`config.mk`:
```
export PLATFORM = sky130hd
export DESIGN_NAME = rtc_regport
export DESIGN_NICKNAME = d
export VERILOG_FILES = /design/src/rtl/rtc_regport_pkg.sv /design/src/rtl/rtc_index_reg.sv /design/src/rtl/rtc_byte_store.sv /design/src/rtl/rtc_ctrl_regs.sv /design/src/rtl/rtc_regport.sv
export SDC_FILE = /design/constraint.sdc
export NUM_CORES = 2
export LEC_CHECK = 0
export ABC_AREA = 1
export BUFFER_PORTS_ARGS = -buffer_cell sky130_fd_sc_hd__buf_2
export CAP_MARGIN = 10
export CORE_MARGIN = 2
export CORE_UTILIZATION = 56
export DETAILED_ROUTE_END_ITERATION = 7
export GPL_TIMING_DRIVEN = 1
export PLACE_DENSITY_LB_ADDON = 0.15
export SYNTH_ARGS = -nofsm -noshare
export SYNTH_HDL_FRONTEND = slang
export SYNTH_HIERARCHICAL = 1
export SYNTH_SLANG_ARGS = --single-unit
```
`constraint.sdc`:
```
create_clock -name clk -period 2.25 [get_ports clk]
set_input_delay 0.225 -clock clk [delete_from_list [all_inputs] [get_ports clk]]
set_output_delay 0.225 -clock clk [all_outputs]
set_load 0.05 [all_outputs]
```
`src/rtl/rtc_regport_pkg.sv`:
```
package rtc_regport_pkg;
  localparam int DW       = 8;
  localparam int NUM_TIME = 7;
  localparam int NUM_ALM  = 3;

  localparam int IX_SEC   = 0;
  localparam int IX_ASEC  = 1;
  localparam int IX_MIN   = 2;
  localparam int IX_AMIN  = 3;
  localparam int IX_HOUR  = 4;
  localparam int IX_AHOUR = 5;
  localparam int IX_WDAY  = 6;
  localparam int IX_MDAY  = 7;
  localparam int IX_MON   = 8;
  localparam int IX_YEAR  = 9;
  localparam int IX_CA    = 10;
  localparam int IX_CB    = 11;
  localparam int IX_CC    = 12;
  localparam int IX_CD    = 13;

  localparam logic [DW-1:0] RST_CA = 8'h26;
  localparam logic [DW-1:0] RST_CB = 8'h02;
  localparam logic [DW-1:0] RST_CD = 8'h80;

  localparam int B_SET = 7;
  localparam int B_PIE = 6;
  localparam int B_AIE = 5;
  localparam int B_UIE = 4;
  localparam int A_UIP = 7;

  // slot of a time byte inside the packed time vector, -1 if not a time byte
  function automatic int time_slot(input int idx);
    case (idx)
      IX_SEC:  return 0;
      IX_MIN:  return 1;
      IX_HOUR: return 2;
      IX_WDAY: return 3;
      IX_MDAY: return 4;
      IX_MON:  return 5;
      IX_YEAR: return 6;
      default: return -1;
    endcase
  endfunction

  function automatic int alarm_slot(input int idx);
    case (idx)
      IX_ASEC:  return 0;
      IX_AMIN:  return 1;
      IX_AHOUR: return 2;
      default:  return -1;
    endcase
  endfunction

  function automatic bit is_ctrl(input int idx);
    return (idx >= IX_CA) && (idx <= IX_CD);
  endfunction
endpackage

```
`src/rtl/rtc_index_reg.sv`:
```
module rtc_index_reg #(
  parameter int IDX_W = 7
) (
  input  logic             clk,
  input  logic             rst_n,
  input  logic             load_i,
  input  logic [7:0]       data_i,
  output logic [IDX_W-1:0] idx_o
);
  always_ff @(posedge clk) begin
    if (!rst_n)      idx_o <= '0;
    else if (load_i) idx_o <= data_i[IDX_W-1:0];
  end

  AST_IDX_LOAD: assert property (@(posedge clk) disable iff (!rst_n)
    load_i |=> (idx_o == $past(data_i[IDX_W-1:0])));
endmodule

```
`src/rtl/rtc_byte_store.sv`:
```
module rtc_byte_store
  import rtc_regport_pkg::*;
#(
  parameter int NUM_REGS = 128,
  parameter int IDX_W    = 7
) (
  input  logic                   clk,
  input  logic                   rst_n,
  input  logic                   wr_i,
  input  logic [IDX_W-1:0]       idx_i,
  input  logic [DW-1:0]          data_i,
  input  logic                   cal_we_i,
  input  logic [NUM_TIME*DW-1:0] cal_time_i,
  output logic [DW-1:0]          rd_byte_o,
  output logic [NUM_TIME*DW-1:0] time_o,
  output logic [NUM_ALM*DW-1:0]  alarm_o
);
  logic [DW-1:0] mem [NUM_REGS];

  for (genvar g = 0; g < NUM_REGS; g++) begin : g_byte
    localparam int TS = time_slot(g);
    localparam int AS = alarm_slot(g);
    if (is_ctrl(g)) begin : g_ctrl
      assign mem[g] = '0;
    end else begin : g_data
      logic hit;
      assign hit = wr_i && (idx_i == IDX_W'(g));
      if (TS >= 0) begin : g_time
        always_ff @(posedge clk) begin
          if (!rst_n)        mem[g] <= '0;
          else if (hit)      mem[g] <= data_i;
          else if (cal_we_i) mem[g] <= cal_time_i[TS*DW +: DW];
        end
        assign time_o[TS*DW +: DW] = mem[g];
      end else begin : g_plain
        always_ff @(posedge clk) begin
          if (!rst_n)   mem[g] <= '0;
          else if (hit) mem[g] <= data_i;
        end
      end
      if (AS >= 0) begin : g_alm
        assign alarm_o[AS*DW +: DW] = mem[g];
      end
    end
  end

  assign rd_byte_o = mem[idx_i];
endmodule

```
`src/rtl/rtc_ctrl_regs.sv`:
```
module rtc_ctrl_regs
  import rtc_regport_pkg::*;
(
  input  logic          clk,
  input  logic          rst_n,
  input  logic          wr_a_i,
  input  logic          wr_b_i,
  input  logic          wr_cd_i,
  input  logic          rd_c_i,
  input  logic          time_wr_i,
  input  logic [DW-1:0] wdata_i,
  input  logic          uip_set_i,
  input  logic          uip_clr_i,
  input  logic          evt_per_i,
  input  logic          evt_alm_i,
  input  logic          evt_upd_i,
  output logic [DW-1:0] reg_a_o,
  output logic [DW-1:0] reg_b_o,
  output logic [DW-1:0] reg_c_o,
  output logic          load_o
);
  logic       set_now;
  logic [2:0] new_flags;
  logic       uip_nxt;

  assign set_now   = reg_b_o[B_SET];
  assign new_flags = {evt_per_i & reg_b_o[B_PIE],
                      evt_alm_i & reg_b_o[B_AIE],
                      evt_upd_i & reg_b_o[B_UIE]};

  always_comb begin
    uip_nxt = reg_a_o[A_UIP];
    if (wr_b_i && wdata_i[B_SET])      uip_nxt = 1'b0;
    else if (uip_clr_i)                uip_nxt = 1'b0;
    else if (uip_set_i && !set_now)    uip_nxt = 1'b1;
  end

  always_ff @(posedge clk) begin
    if (!rst_n) begin
      reg_a_o <= RST_CA;
      reg_b_o <= RST_CB;
      reg_c_o <= '0;
      load_o  <= 1'b0;
    end else begin
      reg_a_o[A_UIP] <= uip_nxt;
      if (wr_a_i) reg_a_o[A_UIP-1:0] <= wdata_i[A_UIP-1:0];
      if (wr_b_i) begin
        reg_b_o <= wdata_i;
        if (wdata_i[B_SET]) reg_b_o[B_UIE] <= 1'b0;
      end
      reg_c_o <= (rd_c_i ? '0 : reg_c_o) | {|new_flags, new_flags, 4'b0};
      load_o  <= (wr_b_i && !wdata_i[B_SET] && set_now) || (time_wr_i && !set_now);
    end
  end

  AST_UIP_HELD: assert property (@(posedge clk) disable iff (!rst_n)
    (wr_a_i && !uip_set_i && !uip_clr_i) |=> $stable(reg_a_o[A_UIP]));
  AST_CD_NO_EFFECT: assert property (@(posedge clk) disable iff (!rst_n)
    (wr_cd_i && !evt_per_i && !evt_alm_i && !evt_upd_i) |=> $stable(reg_c_o));
  AST_C_CLEARED: assert property (@(posedge clk) disable iff (!rst_n)
    (rd_c_i && !evt_per_i && !evt_alm_i && !evt_upd_i) |=> (reg_c_o == '0));
  AST_SET_MASKS: assert property (@(posedge clk) disable iff (!rst_n)
    (wr_b_i && wdata_i[B_SET]) |=> (!reg_b_o[B_UIE] && !reg_a_o[A_UIP]));
  AST_SET_EXIT_LOAD: assert property (@(posedge clk) disable iff (!rst_n)
    (wr_b_i && !wdata_i[B_SET] && set_now) |=> load_o);
  AST_FROZEN_NO_LOAD: assert property (@(posedge clk) disable iff (!rst_n)
    (time_wr_i && set_now) |=> !load_o);
  AST_FLAG_SUMMARY: assert property (@(posedge clk) disable iff (!rst_n)
    (|new_flags) |=> reg_c_o[7]);
endmodule

```
`src/rtl/rtc_regport.sv`:
```
module rtc_regport
  import rtc_regport_pkg::*;
#(
  parameter int NUM_REGS = 128
) (
  input  logic                   clk,
  input  logic                   rst_n,
  input  logic                   wr_en,
  input  logic                   rd_en,
  input  logic                   addr,
  input  logic [7:0]             wdata,
  output logic [7:0]             rdata,
  output logic                   irq_o,
  input  logic                   evt_per_i,
  input  logic                   evt_alm_i,
  input  logic                   evt_upd_i,
  input  logic                   uip_set_i,
  input  logic                   uip_clr_i,
  input  logic                   cal_upd_i,
  input  logic [55:0]            cal_time_i,
  output logic [55:0]            time_o,
  output logic [23:0]            alarm_o,
  output logic [7:0]             ctrl_a_o,
  output logic [7:0]             ctrl_b_o,
  output logic                   load_o,
  output logic                   set_mode_o
);
  localparam int IDX_W = $clog2(NUM_REGS);

  logic [IDX_W-1:0] idx;
  logic             wr_dat, rd_dat;
  logic             sel_a, sel_b, sel_c, sel_d, sel_ctrl, sel_time;
  logic [DW-1:0]    reg_c, store_byte;

  assign wr_dat = wr_en && addr;
  assign rd_dat = rd_en && addr;
  assign sel_a  = (idx == IDX_W'(IX_CA));
  assign sel_b  = (idx == IDX_W'(IX_CB));
  assign sel_c  = (idx == IDX_W'(IX_CC));
  assign sel_d  = (idx == IDX_W'(IX_CD));
  assign sel_ctrl = sel_a || sel_b || sel_c || sel_d;
  assign sel_time = (idx == IDX_W'(IX_SEC))  || (idx == IDX_W'(IX_MIN))  ||
                    (idx == IDX_W'(IX_HOUR)) || (idx == IDX_W'(IX_WDAY)) ||
                    (idx == IDX_W'(IX_MDAY)) || (idx == IDX_W'(IX_MON))  ||
                    (idx == IDX_W'(IX_YEAR));

  rtc_index_reg #(.IDX_W(IDX_W)) u_idx (
    .clk(clk), .rst_n(rst_n), .load_i(wr_en && !addr), .data_i(wdata), .idx_o(idx)
  );

  rtc_byte_store #(.NUM_REGS(NUM_REGS), .IDX_W(IDX_W)) u_store (
    .clk(clk), .rst_n(rst_n),
    .wr_i(wr_dat && !sel_ctrl), .idx_i(idx), .data_i(wdata),
    .cal_we_i(cal_upd_i && !set_mode_o), .cal_time_i(cal_time_i),
    .rd_byte_o(store_byte), .time_o(time_o), .alarm_o(alarm_o)
  );

  rtc_ctrl_regs u_ctrl (
    .clk(clk), .rst_n(rst_n),
    .wr_a_i(wr_dat && sel_a), .wr_b_i(wr_dat && sel_b),
    .wr_cd_i(wr_dat && (sel_c || sel_d)), .rd_c_i(rd_dat && sel_c),
    .time_wr_i(wr_dat && sel_time), .wdata_i(wdata),
    .uip_set_i(uip_set_i), .uip_clr_i(uip_clr_i),
    .evt_per_i(evt_per_i), .evt_alm_i(evt_alm_i), .evt_upd_i(evt_upd_i),
    .reg_a_o(ctrl_a_o), .reg_b_o(ctrl_b_o), .reg_c_o(reg_c), .load_o(load_o)
  );

  assign irq_o      = reg_c[7];
  assign set_mode_o = ctrl_b_o[B_SET];

  always_ff @(posedge clk) begin
    if (!rst_n) rdata <= '0;
    else if (rd_en) begin
      if (!addr)      rdata <= 8'hFF;
      else if (sel_a) rdata <= ctrl_a_o;
      else if (sel_b) rdata <= ctrl_b_o;
      else if (sel_c) rdata <= reg_c;
      else if (sel_d) rdata <= RST_CD;
      else            rdata <= store_byte;
    end
  end

  AST_EVEN_READ: assert property (@(posedge clk) disable iff (!rst_n)
    (rd_en && !addr) |=> (rdata == 8'hFF));
  AST_IRQ_DROP: assert property (@(posedge clk) disable iff (!rst_n)
    (rd_dat && sel_c && !evt_per_i && !evt_alm_i && !evt_upd_i) |=> !irq_o);
  AST_FROZEN_CAL: assert property (@(posedge clk) disable iff (!rst_n)
    (cal_upd_i && set_mode_o && !wr_dat) |=> $stable(time_o));
endmodule

```
== After elaboration in Yosys (flattened, before gate mapping) ==
Cells that the tools add are included.

* Register bits: 1032
* Input port bits: 75
* Output and inout bits: 107
* Word-level logic and storage cells: 451

* Order comparisons: 1
* Equal/unequal tests: 127
* Muxes and demuxes: 24
* Bitwise logic cells: 6
* Reductions and logical operators: 162

{| class="wikitable"
|+ Operators with widths
! kind !! count
|-
| == test 7 bit (second input constant) || 64
|-
| == test 7 x 6 -> 1 bit (second input constant) || 32
|-
| 2-to-1 mux 8 bit || 22
|-
| logical AND 1 bit || 138
|-
| == test 7 x 5 -> 1 bit (second input constant) || 16
|-
| binary-select mux 8 bit (select 7 bit) || 1
|-
| == test 7 x 4 -> 1 bit (second input constant) || 8
|-
| == test 7 x 3 -> 1 bit (second input constant) || 4
|-
| == test 7 x 2 -> 1 bit (second input constant) || 2
|-
| nonzero test 2 bit || 7
|-
| logical OR 1 bit || 10
|-
| >= comparator 8 bit (second input constant) || 1
|-
| NOT 7 -> 8 bit || 1
|-
| bitwise OR 8 bit || 1
|-
| == test 7 x 1 -> 1 bit (second input constant) || 1
|-
| logical NOT 7 bit || 1
|-
| OR reduction 3 bit || 2
|-
| logical NOT 1 bit || 4
|-
| bitwise AND 1 bit || 3
|-
| 2-to-1 mux 1 bit || 1
|-
| NOT 1 bit || 1
|}

== Depth between registers and ports, before layout ==
* Word-level depth: 10
* Depth in mapped cells: 21
* Gate-level depth less buffers: 17

== By module ==
Netlist, hierarchy kept.

{| class="wikitable"
|+ By module, submodules not included
! module !! times used !! cells an instance !! area an instance (um^2) !! sequential area each (um^2)
|-
| rtc_byte_store || 1 || 6745 || 45082.0 || 19859.0
|-
| rtc_regport || 1 || 137 || 778.2 || 160.2
|-
| rtc_ctrl_regs || 1 || 100 || 774.5 || 420.4
|-
| rtc_index_reg || 1 || 43 || 282.8 || 140.1
|}

== Worst setup path after synthesis ==
Ideal clock, no wire load.

* Path kind: register to register
* Start: reg u_idx.idx_o[5]
* End: reg u_store/mem[621] in the netlist's numbering
* Arrival: 2243 ps
* Required time: 2180 ps
* Path slack: -63 ps
* Cell stages (with the launch flop): 15
* Clock period less this slack: 2313 ps
* Path through: dfxtp_1 > inv_1 > nand2_2 > nor2_4 > buf_6 > nand2_2 > and3_1 > inv_2 > nor3_1 > inv_2 > buf_2 > nor2_2 > buf_2 > o21ai_1 > a21oi_1

* Longest elaborated chain between the ends: 7

{| class="wikitable"
|+ Ends and longest elaborated chain
! what !! line !! RTL
|-
| start: declaration || rtc_index_reg.sv:8 || <nowiki>output logic [IDX_W-1:0] idx_o</nowiki>
|-
| start signal: assignment || rtc_index_reg.sv:12 || <nowiki>else if (load_i) idx_o <= data_i[IDX_W-1:0];</nowiki>
|-
| == test 7 x 4 -> 1 bit, on equally long branches || rtc_regport.sv:37, rtc_regport.sv:38 ||
|-
| logical OR 1 bit (3 in series) || rtc_regport.sv:41 || <nowiki>assign sel_ctrl = sel_a || sel_b || sel_c || sel_d;</nowiki>
|-
| logical NOT 1 bit || rtc_regport.sv:53 || <nowiki>.wr_i(wr_dat && !sel_ctrl), .idx_i(idx), .data_i(wdata),</nowiki>
|-
| logical AND 1 bit || rtc_regport.sv:53 ||
|-
| logical AND 1 bit * || rtc_byte_store.sv:27 || <nowiki>assign hit = wr_i && (idx_i == IDX_W'(g));</nowiki>
|-
| end signal: indexed assignment || rtc_byte_store.sv:38 || <nowiki>else if (hit) mem[g] <= data_i;</nowiki>
|-
| end: declaration || rtc_byte_store.sv:18 || <nowiki>logic [DW-1:0] mem [NUM_REGS];</nowiki>
|}

Every way passes the cells marked *; elsewhere a longest branch is shown, timed or not.
A chain may end at the register's enable or synchronous reset.

== Final worst setup path ==
* Start: reg u_idx.idx_o[0]
* End: reg rdata[3]

* Longest elaborated chain between the ends: 9

{| class="wikitable"
|+ Ends and longest elaborated chain
! what !! line !! RTL
|-
| NOT 7 -> 8 bit (not written as such) || rtc_byte_store.sv:47 || <nowiki>assign rd_byte_o = mem[idx_i];</nowiki>
|-
| binary-select mux 8 bit (select 7 bit) || rtc_byte_store.sv:47 ||
|-
| 2-to-1 mux 8 bit (not written as such) (2 in series) || rtc_byte_store.sv:47 ||
|-
| net store_byte[3] || rtc_regport.sv:33 || <nowiki>logic [DW-1:0] reg_c, store_byte;</nowiki>
|-
| 2-to-1 mux 8 bit || rtc_regport.sv:78 || <nowiki>else if (sel_d) rdata <= RST_CD;</nowiki>
|-
| 2-to-1 mux 8 bit || rtc_regport.sv:77 || <nowiki>else if (sel_c) rdata <= reg_c;</nowiki>
|-
| 2-to-1 mux 8 bit || rtc_regport.sv:76 || <nowiki>else if (sel_b) rdata <= ctrl_b_o;</nowiki>
|-
| 2-to-1 mux 8 bit || rtc_regport.sv:75 || <nowiki>else if (sel_a) rdata <= ctrl_a_o;</nowiki>
|-
| 2-to-1 mux 8 bit || rtc_regport.sv:74 || <nowiki>if (!addr) rdata <= 8'hFF;</nowiki>
|-
| end signal: assignment || rtc_regport.sv:75 ||
|-
| end signal: assignment || rtc_regport.sv:76 ||
|-
| end signal: assignment || rtc_regport.sv:77 ||
|-
| end: declaration || rtc_regport.sv:12 || <nowiki>output logic [7:0] rdata,</nowiki>
|}

The timed path passes the listed nets, and every way through them passes these cells. The select of a mux whose other input is x is not followed.

==> run_results.csv <==
group,metric,value,unit
worst_setup_path,start_kind,"flip-flop",
die,core_region_area,83300,sq um
worst_setup_path,critPathBufInv,3,
worst_setup_path,crit_slowest_cell,"dfxtp_4",
place,numPortBuffers,181,
finish,layoutNonFillerInstCount,8374,
grt,grt_max_degree,120,
worst_setup_path,worst-endpoint-required,2840,ps
timing,maxSlewViolCount,0,
grt,antenna_found_initial,0,
finish,nNetsFinal,7276,
finish,final_area,57300,sq um
drt,finalWirelength,162,mm
clock_tree,cts.sinks,1028,
grt,grt_pass1_vias,44000,
timing,setup_violations,228,
timing,rsz0062_at_grt,"true",
yosys,syn_area,46900,sq um
worst_setup_path,cp-end-kind,"flip-flop",
die,die_h,293,um
worst_setup_path,critPathMaxStageDelay,440,ps
clock_tree,numCtsBuffers,108,
die,die_x,293,um
drt,antenna_left,0,
run_status,violations,"setup timing",
finish,fin_util,0.688,
drt,vias_per_cell,5.76,
run_status,status,"finished with violations",
min_path,holdCritPathClass,"in2reg",
place,dp_hpwl,97.0,mm
die,num_io_pins,182,
clock_tree,max-clock-path-buffers,3,
die,start_util,0.563,
finish,synthToLayoutAreaGrowth,22.1,%
yosys,ys_warn_count,6,
clock_tree,clkTransAtPathRegs,60,ps
drt,drc,0,
place,dp_cells,8009,
worst_setup_path,path_common_cell,"nand2_1",
yosys,synth_area_per_cell,6.68,sq um
worst_setup_path,cp_max_fo,19,
drt,wl_per_cell,19.3,um
place,gp_congestion,0.929,
timing,hold_viol,0,
pwr,power.total,41.2,mW
clock_tree,htree_levels,3,
drt,vias,48200,
pwr,ir_drop,741,uV
timing,worst_clock_skew,24.4,ps
finish,layout_commonest_cell,"nand2_1",
grt,overflow,0,
timing,period_minus_slack,2460,ps
run,max-cap-violations,0,
pwr,powerDensity,719,nW/um^2
worst_setup_path,worst_ep_arrival_time,3050,ps
worst_setup_path,cpLargestDelayFamily,"simple AND/OR/NAND/NOR gates",
drt,drt_pre_antenna_iters,8,
finish,multi_input_area,23400,sq um
timing,setup_ws,-214,ps
place,placed_area,50900,sq um
pwr,p_leak,26.1,nW
finish,drive_above_1_share,0.151,
drt,drtIter0Drc,5578,
finish,final_cell_mix,"2707 x nand2_1, 1024 x dfxtp_1, 987 x a21oi_1",
clock_tree,cts_tree,"done",
grt,grt_pass1_wl,244,mm
worst_setup_path,cp_cell_sequence,"clkinv_8 > buf_16 > bufbuf_16 > nand2_1 > nand2_1 > nand2_1 > nand2_1 > nand2_1 > nand2_1 > nor2_1 > nor2_1 > nor2_2 > nand2_1 > nand2_1 > nand2_1 > nand2_1 > nand2_1 > nand2_1 > a21oi_2",
worst_setup_path,path_class,"reg2reg",
finish,seq_area,20600,sq um
timing,worstMarginPinSlew,638,ps
clock_tree,root_buffer,"clkbuf_16",
clock_tree,clk_latency,700,ps
timing,hold-worst-slack,51.8,ps
die,placementRows,106,
timing,finalCritPeriodShare,1.10,
yosys,netlist_instances,7024,
die,die_area,86100,sq um
finish,nFillCells,7009,
grt,grt_use_total,0.352,
timing,slew_headroom,0.574,
timing,clock.fmax,406,MHz
## metal layers
metal  global-route usage  vias up  share of wire
li1                     -    23100              -
met1                0.465    22300           0.41
met2                0.563     2286           0.46
met3               0.0554      486          0.081
met4                0.169        0          0.048
met5                    0        -              0
## worst paths after layout
check                           slack [ps]           start  cells past startpoint               to
worst max-delay path                  -210  u_idx/idx_o[0]                     19         rdata[3]
worst min-delay path                    50        wdata[0]                      4  u_store/mem[64]
worst max register to register        -210  u_idx/idx_o[0]                     19         rdata[3]
worst min register to register         450  u_store/mem[1]                      2   u_store/mem[1]
## report_power, final
group          total (mW)  switching, mW  internal [mW]
clock                19.0           7.63           11.4
sequential           18.4          0.122           18.3
combinational        3.68           2.55           1.13
total                41.2           10.3           30.9
## flip-flops by register name, summed over array words and instances, names as in the netlist
name and count:
rdata 8, u_ctrl/load_o 1, u_ctrl/reg_a_o 8, u_ctrl/reg_b_o 8, u_ctrl/reg_c_o 4, u_idx/idx_o 7, u_store/alarm_o 24, u_store/mem 912
u_store/time_o 56
## area by class of cell
cell class                      instances  area share
Antenna cell                            1   0.0000437
Inverter                              132      0.0117
Clock inverter                         37     0.00865
Timing Repair Buffer                  677       0.128
Clock buffer                          165      0.0580
Tap cell                             1080      0.0236
Sequential cell                      1028       0.359
Timing Repair inverter                 13     0.00144
Multi-Input combinational cell       5241       0.409
## worst reg2reg max path, stage by stage, from the launching register on
cell	delay (ps)
dfxtp_4	440
clkinv_8	130
buf_16	200
bufbuf_16	340
nand2_1	70
nand2_1	50
nand2_1	50
nand2_1	60
nand2_1	80
nand2_1	60
nor2_1	100
nor2_1	60
nor2_2	270
nand2_1	100
nand2_1	70
nand2_1	40
nand2_1	80
nand2_1	50
nand2_1	70
a21oi_2	50
## repair_timing
item / 4_1_cts / 5_1_grt
endpoints found under the hold margin: 126 / 0
pin swaps: 9 / 23
setup buffers: 11 / 52
cloned: 5 / 24
gates resized for setup: 73 / 207
hold buffers: 70 / 0
endpoints found under the setup margin: 521 / 449
## per-stage QoR
step	TNS, ps	worst slack (ps)
floorplan	0	10.4
global placement	-26880	-286
detailed placement	-33890	-307
CTS	-746	-108
global route	-44060	-333
finish	-11090	-214
Note: power is estimated with default switching activity, not from simulation.
